<file path="src/rtl/retire_ctrl_pkg.sv">
package retire_ctrl_pkg;

  // Modular add for a ring whose size need not be a power of two.
  function automatic int unsigned ring_add(int unsigned a, int unsigned b, int unsigned size);
    int unsigned s;
    s = a + b;
    if (s >= size) s = s - size;
    return s;
  endfunction

  // Slot count for a request: floor of one, ceiling of the queue size.
  function automatic int unsigned slot_need(int unsigned uops, int unsigned size);
    int unsigned n;
    n = (uops > size) ? size : uops;
    if (n == 0) n = 1;
    return n;
  endfunction

endpackage

</file>
<file path="src/rtl/retire_alloc.sv">
module retire_alloc
  import retire_ctrl_pkg::*;
#(
  parameter int CAP    = 8,
  parameter int UOP_W  = 4,
  parameter int SLOT_W = 3,
  parameter int CNT_W  = 4
) (
  input  logic              clk,
  input  logic              rst,
  input  logic              resv_valid,
  input  logic [UOP_W-1:0]  resv_uops,
  output logic              resv_ready,
  output logic              resv_fire,
  output logic [SLOT_W-1:0] tail,
  output logic [CNT_W-1:0]  need,
  output logic [CNT_W-1:0]  free_cnt,
  input  logic              rel_fire,
  input  logic [CNT_W-1:0]  rel_slots
);

  logic [SLOT_W-1:0] tail_q;
  logic [CNT_W-1:0]  free_q;

  always_comb begin
    need       = CNT_W'(slot_need(int'(unsigned'(resv_uops)), CAP));
    resv_ready = (need <= free_q);
    resv_fire  = resv_valid && resv_ready;
  end

  always_ff @(posedge clk) begin
    if (rst) begin
      tail_q <= '0;
      free_q <= CNT_W'(CAP);
    end else begin
      if (resv_fire)
        tail_q <= SLOT_W'(ring_add(int'(unsigned'(tail_q)), int'(unsigned'(need)), CAP));
      free_q <= free_q - (resv_fire ? need : '0) + (rel_fire ? rel_slots : '0);
    end
  end

  assign tail     = tail_q;
  assign free_cnt = free_q;

  assert_free_bounded_R4: assert property (@(posedge clk) disable iff (rst)
    int'(unsigned'(free_q)) <= CAP);

  assert_slot_range_R2: assert property (@(posedge clk) disable iff (rst)
    resv_fire |-> (need != '0) && (int'(unsigned'(need)) <= CAP));

endmodule

</file>
<file path="src/rtl/retire_store.sv">
module retire_store #(
  parameter int CAP    = 8,
  parameter int IDX_W  = 8,
  parameter int SLOT_W = 3,
  parameter int CNT_W  = 4
) (
  input  logic              clk,
  input  logic              rst,
  input  logic              wr_en,
  input  logic [SLOT_W-1:0] wr_slot,
  input  logic [IDX_W-1:0]  wr_idx,
  input  logic [CNT_W-1:0]  wr_need,
  input  logic              exec_valid,
  input  logic [SLOT_W-1:0] exec_token,
  output logic [IDX_W-1:0]  ent_idx  [CAP],
  output logic [CNT_W-1:0]  ent_need [CAP],
  output logic [CAP-1:0]    ent_done
);

  logic [IDX_W-1:0] idx_q  [CAP];
  logic [CNT_W-1:0] need_q [CAP];
  logic [CAP-1:0]   done_q;

  genvar g;
  generate
    for (g = 0; g < CAP; g++) begin : g_slot
      always_ff @(posedge clk) begin
        if (wr_en && (int'(unsigned'(wr_slot)) == g)) begin
          idx_q[g]  <= wr_idx;
          need_q[g] <= wr_need;
        end
      end

      always_ff @(posedge clk) begin
        if (rst)
          done_q[g] <= 1'b0;
        else if (wr_en && (int'(unsigned'(wr_slot)) == g))
          done_q[g] <= 1'b0;
        else if (exec_valid && (int'(unsigned'(exec_token)) == g))
          done_q[g] <= 1'b1;
      end

      assign ent_idx[g]  = idx_q[g];
      assign ent_need[g] = need_q[g];
    end
  endgenerate

  assign ent_done = done_q;

  assert_exec_legal_R5: assert property (@(posedge clk) disable iff (rst)
    exec_valid |-> (int'(unsigned'(exec_token)) < CAP) && !done_q[exec_token]);

endmodule

</file>
<file path="src/rtl/retire_select.sv">
module retire_select
  import retire_ctrl_pkg::*;
#(
  parameter int CAP       = 8,
  parameter int IDX_W     = 8,
  parameter int SLOT_W    = 3,
  parameter int CNT_W     = 4,
  parameter int RET_LANES = 4,
  parameter int LIMIT     = 2
) (
  input  logic                       clk,
  input  logic                       rst,
  input  logic [IDX_W-1:0]           ent_idx  [CAP],
  input  logic [CNT_W-1:0]           ent_need [CAP],
  input  logic [CAP-1:0]             ent_done,
  input  logic [CNT_W-1:0]           free_cnt,
  input  logic                       ret_ready,
  output logic [RET_LANES-1:0]       ret_valid,
  output logic [RET_LANES*IDX_W-1:0] ret_idx,
  output logic                       rel_fire,
  output logic [CNT_W-1:0]           rel_slots
);

  logic [SLOT_W-1:0] head_q, head_n;
  int unsigned       used;

  always_comb begin
    int unsigned p;
    int unsigned acc;
    logic        run;
    p         = int'(unsigned'(head_q));
    acc       = 0;
    run       = 1'b1;
    used      = CAP - int'(unsigned'(free_cnt));
    ret_valid = '0;
    ret_idx   = '0;
    for (int k = 0; k < RET_LANES; k++) begin
      if (run && (k < LIMIT) && (acc < used) && ent_done[SLOT_W'(p)]) begin
        ret_valid[k]                = 1'b1;
        ret_idx[k*IDX_W +: IDX_W]   = ent_idx[SLOT_W'(p)];
        acc = acc + int'(unsigned'(ent_need[SLOT_W'(p)]));
        p   = ring_add(p, int'(unsigned'(ent_need[SLOT_W'(p)])), CAP);
      end else begin
        run = 1'b0;
      end
    end
    head_n    = SLOT_W'(p);
    rel_slots = CNT_W'(acc);
    rel_fire  = ret_ready && ret_valid[0];
  end

  always_ff @(posedge clk) begin
    if (rst)
      head_q <= '0;
    else if (rel_fire)
      head_q <= head_n;
  end

  assert_lanes_packed_R6: assert property (@(posedge clk) disable iff (rst)
    ((ret_valid + 1'b1) & ret_valid) == '0);

  assert_retire_cap_R7: assert property (@(posedge clk) disable iff (rst)
    $countones(ret_valid) <= LIMIT);

  assert_stall_hold_R8: assert property (@(posedge clk) disable iff (rst)
    (ret_valid[0] && !ret_ready) |=> (ret_valid[0] && $stable(ret_idx[IDX_W-1:0])));

  assert_empty_quiet_R9: assert property (@(posedge clk) disable iff (rst)
    (int'(unsigned'(free_cnt)) == CAP) |-> (ret_valid == '0));

endmodule

</file>
<file path="src/rtl/retire_ctrl.sv">
module retire_ctrl #(
  parameter int UOP_BUF_SIZE = 8,
  parameter int ROB_SIZE     = 0,
  parameter int IDX_W        = 8,
  parameter int UOP_W        = 4,
  parameter int RET_LANES    = 4,
  parameter int MAX_RETIRE   = 2,
  localparam int CAP    = (ROB_SIZE != 0) ? ROB_SIZE : UOP_BUF_SIZE,
  localparam int SLOT_W = (CAP > 1) ? $clog2(CAP) : 1
) (
  input  logic                       clk,
  input  logic                       rst,
  input  logic                       resv_valid,
  output logic                       resv_ready,
  input  logic [IDX_W-1:0]           resv_idx,
  input  logic [UOP_W-1:0]           resv_uops,
  output logic [SLOT_W-1:0]          resv_token,
  input  logic                       exec_valid,
  input  logic [SLOT_W-1:0]          exec_token,
  output logic [RET_LANES-1:0]       ret_valid,
  output logic [RET_LANES*IDX_W-1:0] ret_idx,
  input  logic                       ret_ready
);

  localparam int CNT_W = $clog2(CAP + 1);
  localparam int LIMIT = (MAX_RETIRE == 0 || MAX_RETIRE > RET_LANES) ? RET_LANES : MAX_RETIRE;

  logic              resv_fire, rel_fire;
  logic [SLOT_W-1:0] tail;
  logic [CNT_W-1:0]  need, free_cnt, rel_slots;
  logic [IDX_W-1:0]  ent_idx  [CAP];
  logic [CNT_W-1:0]  ent_need [CAP];
  logic [CAP-1:0]    ent_done;

  retire_alloc #(.CAP(CAP), .UOP_W(UOP_W), .SLOT_W(SLOT_W), .CNT_W(CNT_W)) u_alloc (
    .clk(clk), .rst(rst),
    .resv_valid(resv_valid), .resv_uops(resv_uops), .resv_ready(resv_ready),
    .resv_fire(resv_fire), .tail(tail), .need(need), .free_cnt(free_cnt),
    .rel_fire(rel_fire), .rel_slots(rel_slots)
  );

  retire_store #(.CAP(CAP), .IDX_W(IDX_W), .SLOT_W(SLOT_W), .CNT_W(CNT_W)) u_store (
    .clk(clk), .rst(rst),
    .wr_en(resv_fire), .wr_slot(tail), .wr_idx(resv_idx), .wr_need(need),
    .exec_valid(exec_valid), .exec_token(exec_token),
    .ent_idx(ent_idx), .ent_need(ent_need), .ent_done(ent_done)
  );

  retire_select #(.CAP(CAP), .IDX_W(IDX_W), .SLOT_W(SLOT_W), .CNT_W(CNT_W),
                  .RET_LANES(RET_LANES), .LIMIT(LIMIT)) u_select (
    .clk(clk), .rst(rst),
    .ent_idx(ent_idx), .ent_need(ent_need), .ent_done(ent_done),
    .free_cnt(free_cnt), .ret_ready(ret_ready),
    .ret_valid(ret_valid), .ret_idx(ret_idx),
    .rel_fire(rel_fire), .rel_slots(rel_slots)
  );

  assign resv_token = tail;

  assert_capacity_R10: assert property (@(posedge clk) disable iff (rst)
    int'(unsigned'(resv_token)) < CAP);

endmodule

</file>
<file path="config.mk">
export PLATFORM = sky130hd
export DESIGN_NAME = retire_ctrl
export DESIGN_NICKNAME = d
export VERILOG_FILES = /design/src/rtl/retire_ctrl_pkg.sv /design/src/rtl/retire_alloc.sv /design/src/rtl/retire_store.sv /design/src/rtl/retire_select.sv /design/src/rtl/retire_ctrl.sv
export SDC_FILE = /design/constraint.sdc
export NUM_CORES = 1
export LEC_CHECK = 0
export ABC_AREA = 1
export BUFFER_PORTS_ARGS = -buffer_cell sky130_fd_sc_hd__clkbuf_2
export CAP_MARGIN = 20
export CORE_ASPECT_RATIO = 0.8
export CORE_MARGIN = 5
export CORE_UTILIZATION = 54
export CTS_CLUSTER_SIZE = 25
export DETAILED_ROUTE_END_ITERATION = 6
export PLACE_DENSITY = 0.74
export REMOVE_ABC_BUFFERS = 1
export SLEW_MARGIN = 30
export SYNTH_ARGS = -nofsm -noshare
export SYNTH_HDL_FRONTEND = slang
export SYNTH_SLANG_ARGS = --single-unit
</file>
<file path="constraint.sdc">
create_clock -name clk -period 4.9 [get_ports clk]
set_input_delay 0.245 -clock clk [delete_from_list [all_inputs] [get_ports clk]]
set_output_delay 0.245 -clock clk [all_outputs]
set_load 0.02 [all_outputs]
</file>
* After elaboration in Yosys (flattened, before gate mapping)
Memories as Yosys holds them, arrays and structs flattened.
Index checks and enable logic that the tools add are counted.
** Storage, ports and cells
- Register bits after elaboration :: 18
- Bits in writable memories :: 96
- Input bits :: 20
- Memories :: 2
** Operators by class
- $add $sub $neg :: 10
- $lt $le $gt $ge :: 11
- Equality and inequality tests :: 14
- Muxes and demuxes :: 89
- Bitwise logic cells :: 2
- Reduce and logical (&&, ||, !) cells :: 46
** Memories
- u_store.idx_q :: words 8, bits a word 8, read ports 8, clocked after Yosys merged registers in 0, write ports 1, RTL line retire_store.sv:20 : logic [IDX_W-1:0] idx_q [CAP];
- u_store.need_q :: words 8, bits a word 4, read ports 8, clocked after Yosys merged registers in 0, write ports 1, RTL line retire_store.sv:21 : logic [CNT_W-1:0] need_q [CAP];
** Operators by type and width (count)
- 8-bit 2-to-1 mux :: 13
- 4-bit 2-to-1 mux :: 17
- 32-bit by 4-bit greater-or-equal comparator with 1-bit output, second input constant :: 2
- 32-bit 2-to-1 mux :: 2
- 8-bit OR reduction :: 7
- 3-bit 2-to-1 mux :: 17
- 8-bit binary-select mux with 3-bit select :: 2
- 1-bit 2-to-1 mux :: 34
- 32-bit by 4-bit adder with 32-bit output :: 1
- 32-bit zero test :: 1
- 1-bit by 32-bit less-than comparator with 1-bit output, first input constant :: 1
- 4-bit by 32-bit less-than comparator with 1-bit output :: 1
- 32-bit by 4-bit subtractor with 32-bit output, second input constant :: 1
- 4-bit OR reduction :: 7
- 4-bit binary-select mux with 3-bit select :: 2
- 3-bit == test, second input constant :: 8
- 1-bit logical AND :: 21
- 2-bit OR reduction :: 8
- 3-bit by 2-bit == test with 1-bit output, second input constant :: 4
- 3-bit by 4-bit adder with 5-bit output :: 2
- 4-bit adder :: 2
- 4-bit greater-or-equal comparator, second input constant :: 2
- 3-bit by 4-bit less-than comparator with 1-bit output, second input constant :: 2
- 3-bit NOT with 4-bit output :: 2
- 9 further kinds :: 13

* Logic depth before layout (Yosys ltp)
- Depth in word-level cells :: 17
- Gate-level depth with buffers :: 34
- Gate-level depth less buffers :: 31

* Hierarchy
Synthesis repeated with hierarchy kept, for this count alone.
** Unflattened totals
- Cells, all modules :: 877
- Area, all modules :: 7061.8 µm²
** By module, submodules not included
- retire_store :: instances 1, cells each 171, area each 3305.7 µm², sequential area each 3042.9 µm²
- retire_select :: instances 1, cells each 596, area each 3045.4 µm², sequential area each 60.1 µm²
- retire_alloc :: instances 1, cells each 110, area each 710.7 µm², sequential area each 140.1 µm²

* Worst setup path after synthesis
Ideal clock, no wire load.
- Path type :: reg2reg
- Start point :: register u_select.head_q[0]
- End point :: register u_alloc.free_q[3], in the netlist u_alloc.free_cnt[3]
- Arrival :: 5035 ps
- Path slack :: -256 ps
- Stages on the path, launching flop included :: 28
- Period minus slack after synthesis :: 5156 ps
- Path through :: dfxtp_1 > buf_6 > buf_2 > clkbuf_1 > o21ai_0 > o221ai_1 > o21ai_0 > fa_1 > o21ai_2 > clkbuf_1 > o21ai_0 > a21oi_1 > o21ai_0 > ha_1 > inv_1 > fa_1 > nand2_1 > o211ai_1 > fa_1 > inv_1 > ha_1 > nand3_1 > nand2_1 > xnor2_1 > xor2_1 > inv_1 > nand2_1 > nand3_1
** Between the ends
- Word-level cells in the longest chain between the ends :: 16
- Elaborated cells between the ends (all ways) :: 28
- Classes of those cells :: add/sub (4); order compare (2); mux (16); bitwise (2); reduce/logical (4)
** Ends and longest elaborated chain
- start: declaration :: RTL line retire_select.sv:24 : logic [SLOT_W-1:0] head_q, head_n;
- start signal: assignment :: RTL line retire_select.sv:56 : head_q <= head_n;
- 3-bit NOT with 4-bit output (not written as such) :: RTL line retire_select.sv:41, retire_select.sv:42
- 4-bit binary-select mux with 3-bit select :: RTL line retire_select.sv:41, retire_select.sv:42
- 4-bit 2-to-1 mux (not written as such) (2 in series) :: RTL line retire_select.sv:41, retire_select.sv:42
- 3-bit by 4-bit adder with 5-bit output :: RTL line retire_ctrl_pkg.sv:6 : s = a + b;
- 32-bit by 4-bit subtractor with 32-bit output / 32-bit by 4-bit greater-or-equal comparator with 1-bit output (equally long branches) :: RTL line retire_ctrl_pkg.sv:7 : if (s >= size) s = s - size;
- 32-bit 2-to-1 mux :: RTL line retire_ctrl_pkg.sv:7
- 32-bit 2-to-1 mux :: RTL line retire_select.sv:38 : if (run && (k < LIMIT) && (acc < used) && ent_done[SLOT_W'(p)]) begin
- 3-bit NOT with 4-bit output (not written as such) :: RTL line retire_select.sv:41 : acc = acc + int'(unsigned'(ent_need[SLOT_W'(p)]));
- 4-bit binary-select mux with 3-bit select :: RTL line retire_select.sv:41
- 4-bit 2-to-1 mux (not written as such) (2 in series) :: RTL line retire_select.sv:41
- 4-bit adder :: RTL line retire_select.sv:41
- 4-bit 2-to-1 mux :: RTL line retire_select.sv:38
- 4-bit 2-to-1 mux (*) :: RTL line retire_alloc.sv:38 : free_q <= free_q - (resv_fire ? need : '0) + (rel_fire ? rel_slots : '0);
- 4-bit adder (*) :: RTL line retire_alloc.sv:38
- end signal: assignment :: RTL line retire_alloc.sv:34 : free_q <= CNT_W'(CAP);
- end signal: assignment :: RTL line retire_alloc.sv:38
- end: declaration :: RTL line retire_alloc.sv:23 : logic [CNT_W-1:0] free_q;
Mark *: on every way between the ends. The rest lies on a longest branch, timed or not. The select of a mux whose other input is x is not followed.
A chain may end at the register's enable or synchronous reset.

* Worst setup path after layout
Ends and elaborated chain as after synthesis.

==> out/metrics.csv <==
metric,value,unit
status,"complete, no violations",
fin_crit_sh,97.8,%
dieWidth,135,um
power,0.00311,W
worstPathArrival,5.08,ns
cts_tree,built,
start_util,55.4,%
grt_max_degree,22,
synth_compound_area_share,12.8,%
p_leak,3.47,nW
period_minus_slack,4.79,ns
synth_cell_types,43,
hold_viol_final,0,
grt_first_pass_wirelength,29800,um
firstDrtPassIters,5,
crit_fanout,8,
ir_drop,0.000268,V
whs,0.103,ns
fp.dieArea,14900,sq um
muxShareOfSynthArea,0,%
cp.buffers_inverters,6,
use_met2,42.0,%
busiest_layer,met2,
grt-ovfl-total,0,
gr-usage-met3,4.63,%
clock-sinks,114,
finalMaxSlewViolations,0,
async_flop_share,0,%
cp-end-kind,register,
tns,0,ns
drc_errors,0,
syn_avg_cell_area,8.60,sq um
cts-buffers-inserted,17,
gp_congestion,0.919,
tightest_slew,0.991,ns
portBuffers,41,
slowest_stage,fa_2,
cellPowerDensity,386,nW/um^2
critPathLaunchType,register,
synthSimpleGateAreaFrac,23.6,%
place_hpwl,13100,um
wirelength,19700,um
maxCapViolations,0,
grt_pass1_vias,5817,
syn2layout_area_growth,18.7,%
nets,908,
antenna_found_initial,0,
grt_util_met1,35.8,%
setup_violations,0,
skew,0.0108,ns
htreeDepth,4,
vias,6096,
crit_family,adder cells,
ioPinCount,60,
rsz0062_at_grt,true,
synth_area,6790,sq um
initialDrtViolationCount,675,
synthFlopType,edfxtp_1,
clockBufferDepth,2,
synth_top_family_by_area,simple AND/OR/NAND/NOR gates,
synth_edf_count,96,
synthCells,789,
antenna_cells,0,
slowest_delay,0.60,ns
final_common_cell,nand2_1,
core_area,12300,sq um
track_usage,26.6,%
cts_root_buffer,clkbuf_16,
fmax,209,MHz
critPathKind,register to register,
clk_pin_slew,0.05,ns
rows,36,
synth_warnings,0,
vias_per_cell,5.83,
relSlewSlack,33.9,%
ys_ff_latch,114,
crit_path_frequent_cell,nand2_1,
yosysSeqAreaShare,47.8,%
dp_worst_setup_slack,-0.0996,ns
final_antenna_net_count,0,
setup_ws,0.108,ns
fin_area,8060,sq um
synth_xor_area_share,0.774,%
mostFrequentLayoutCells,"207 x nand2_1, 96 x edfxtp_1, 79 x inv_1, 67 x a21oi_1, 63 x nand3_1",
clk_latency,0.42,ns
ctsHoldBuffers,0,
synth_fa_ha_area_share,5.57,%
wl_per_cell,18.8,um
post_dp_cell_area,7290,sq um
drive_above_1_share,20.1,%
die_h,110,um
hold_class,input port to register,
cp.required,5.19,ns
[stage by stage]
step                cells  utilization [%]
floorplan             749                -
global placement     1002             59.4
detailed placement   1002             59.5
CTS                  1034             64.0
global route         1046             65.7
finish               1046             65.7
[cell usage after synthesis (2+ instances only)]
| library cell | count | area, sq um |
|---|---|---|
| nor2_8 | 2 | 40.0 |
| a21oi_1 | 68 | 340 |
| nor3_2 | 7 | 70.1 |
| buf_6 | 3 | 33.8 |
| inv_4 | 2 | 12.5 |
| edfxtp_1 | 96 | 2880 |
| nand3_2 | 3 | 30.0 |
| nor2_1 | 47 | 176 |
| ha_1 | 19 | 238 |
| or3_1 | 6 | 37.5 |
| o211ai_1 | 15 | 113 |
| o21ai_1 | 3 | 15.0 |
| nor3_1 | 2 | 10.0 |
| nand4_1 | 5 | 31.3 |
| buf_1 | 3 | 11.3 |
| nand2_2 | 7 | 43.8 |
| nand3_1 | 64 | 320 |
| o221ai_1 | 2 | 17.5 |
| a22oi_1 | 7 | 52.6 |
| o21ai_0 | 26 | 130 |
| xnor2_1 | 5 | 43.8 |
| inv_1 | 82 | 308 |
| a211oi_1 | 7 | 52.6 |
| clkbuf_1 | 22 | 82.6 |
| fa_1 | 7 | 140 |
| buf_2 | 10 | 50.1 |
| nand2_4 | 3 | 33.8 |
| nand2_1 | 209 | 785 |
| dfxtp_1 | 18 | 360 |
| a221oi_1 | 2 | 17.5 |
| a32o_1 | 7 | 70.1 |
| buf_4 | 19 | 143 |
[logic make-up after synthesis]
logic type | count (synthesis)
other cells | 1
compound gates | 143
fa+ha+maj | 26
flops | 114
simple gates | 357
buf+inv | 142
xor+xnor | 6
[layer usage]
layer | share of wire, % | up-vias
met5 | 0 | -
met4 | 3.2 | 0
met3 | 10 | 60
met2 | 46 | 370
met1 | 41 | 2873
li1 | - | 2793
[registers in the layout, summed over array words and instances (netlist names)]
signal / flops
u_alloc.free_cnt: 4
u_store.idx_q: 64
u_store.need_q: 32
u_alloc.tail: 3
u_store.ent_done: 8
u_select.head_q: 3
[power by group]
part	internal [W]	switching, W	total (W)
Clock	0.000700	0.000425	0.00113
Combinational	0.000292	0.000513	0.000805
Sequential	0.00114	0.0000444	0.00118
[timing repair]
item	CTS	global route
resized for setup	5	32
pin swaps	0	24
setup endpoints to repair	1	1
buffers inserted	0	12
[area by class of cell]
type	instances	area (sq um)
Timing Repair Buffer	94	646
Multi-Input combinational cell	550	3080
Clock buffer	24	493
Clock inverter	8	48.8
Sequential cell	114	3250
Tap cell	171	214
Inverter	85	324
Fill cell	972	4200
[worst reg2reg max path, delay by kind of cell, from the launching register on]
kind,cells,cell delay [ns]
buffers and inverters,6,0.52
xor gates and xnor gates,2,0.35
and+or+nand+nor,12,0.90
adders and majority gates,5,2.00
AOI/OAI and AO/OA,4,0.53
DFF,1,0.37
[path summary, 6_finish.rpt]
check,start,to,slack [ns],cells after the start
worst max-delay path,u_select.head_q[0],u_alloc.free_cnt[3],0.11,29
worst min-delay path,resv_idx[2],u_store.idx_q[1][2],0.10,1
worst max register to register,u_select.head_q[0],u_alloc.free_cnt[3],0.11,29
worst min register to register,u_alloc.tail[2],u_alloc.tail[2],0.51,2
Note: power is estimated with default switching activity, not from simulation.
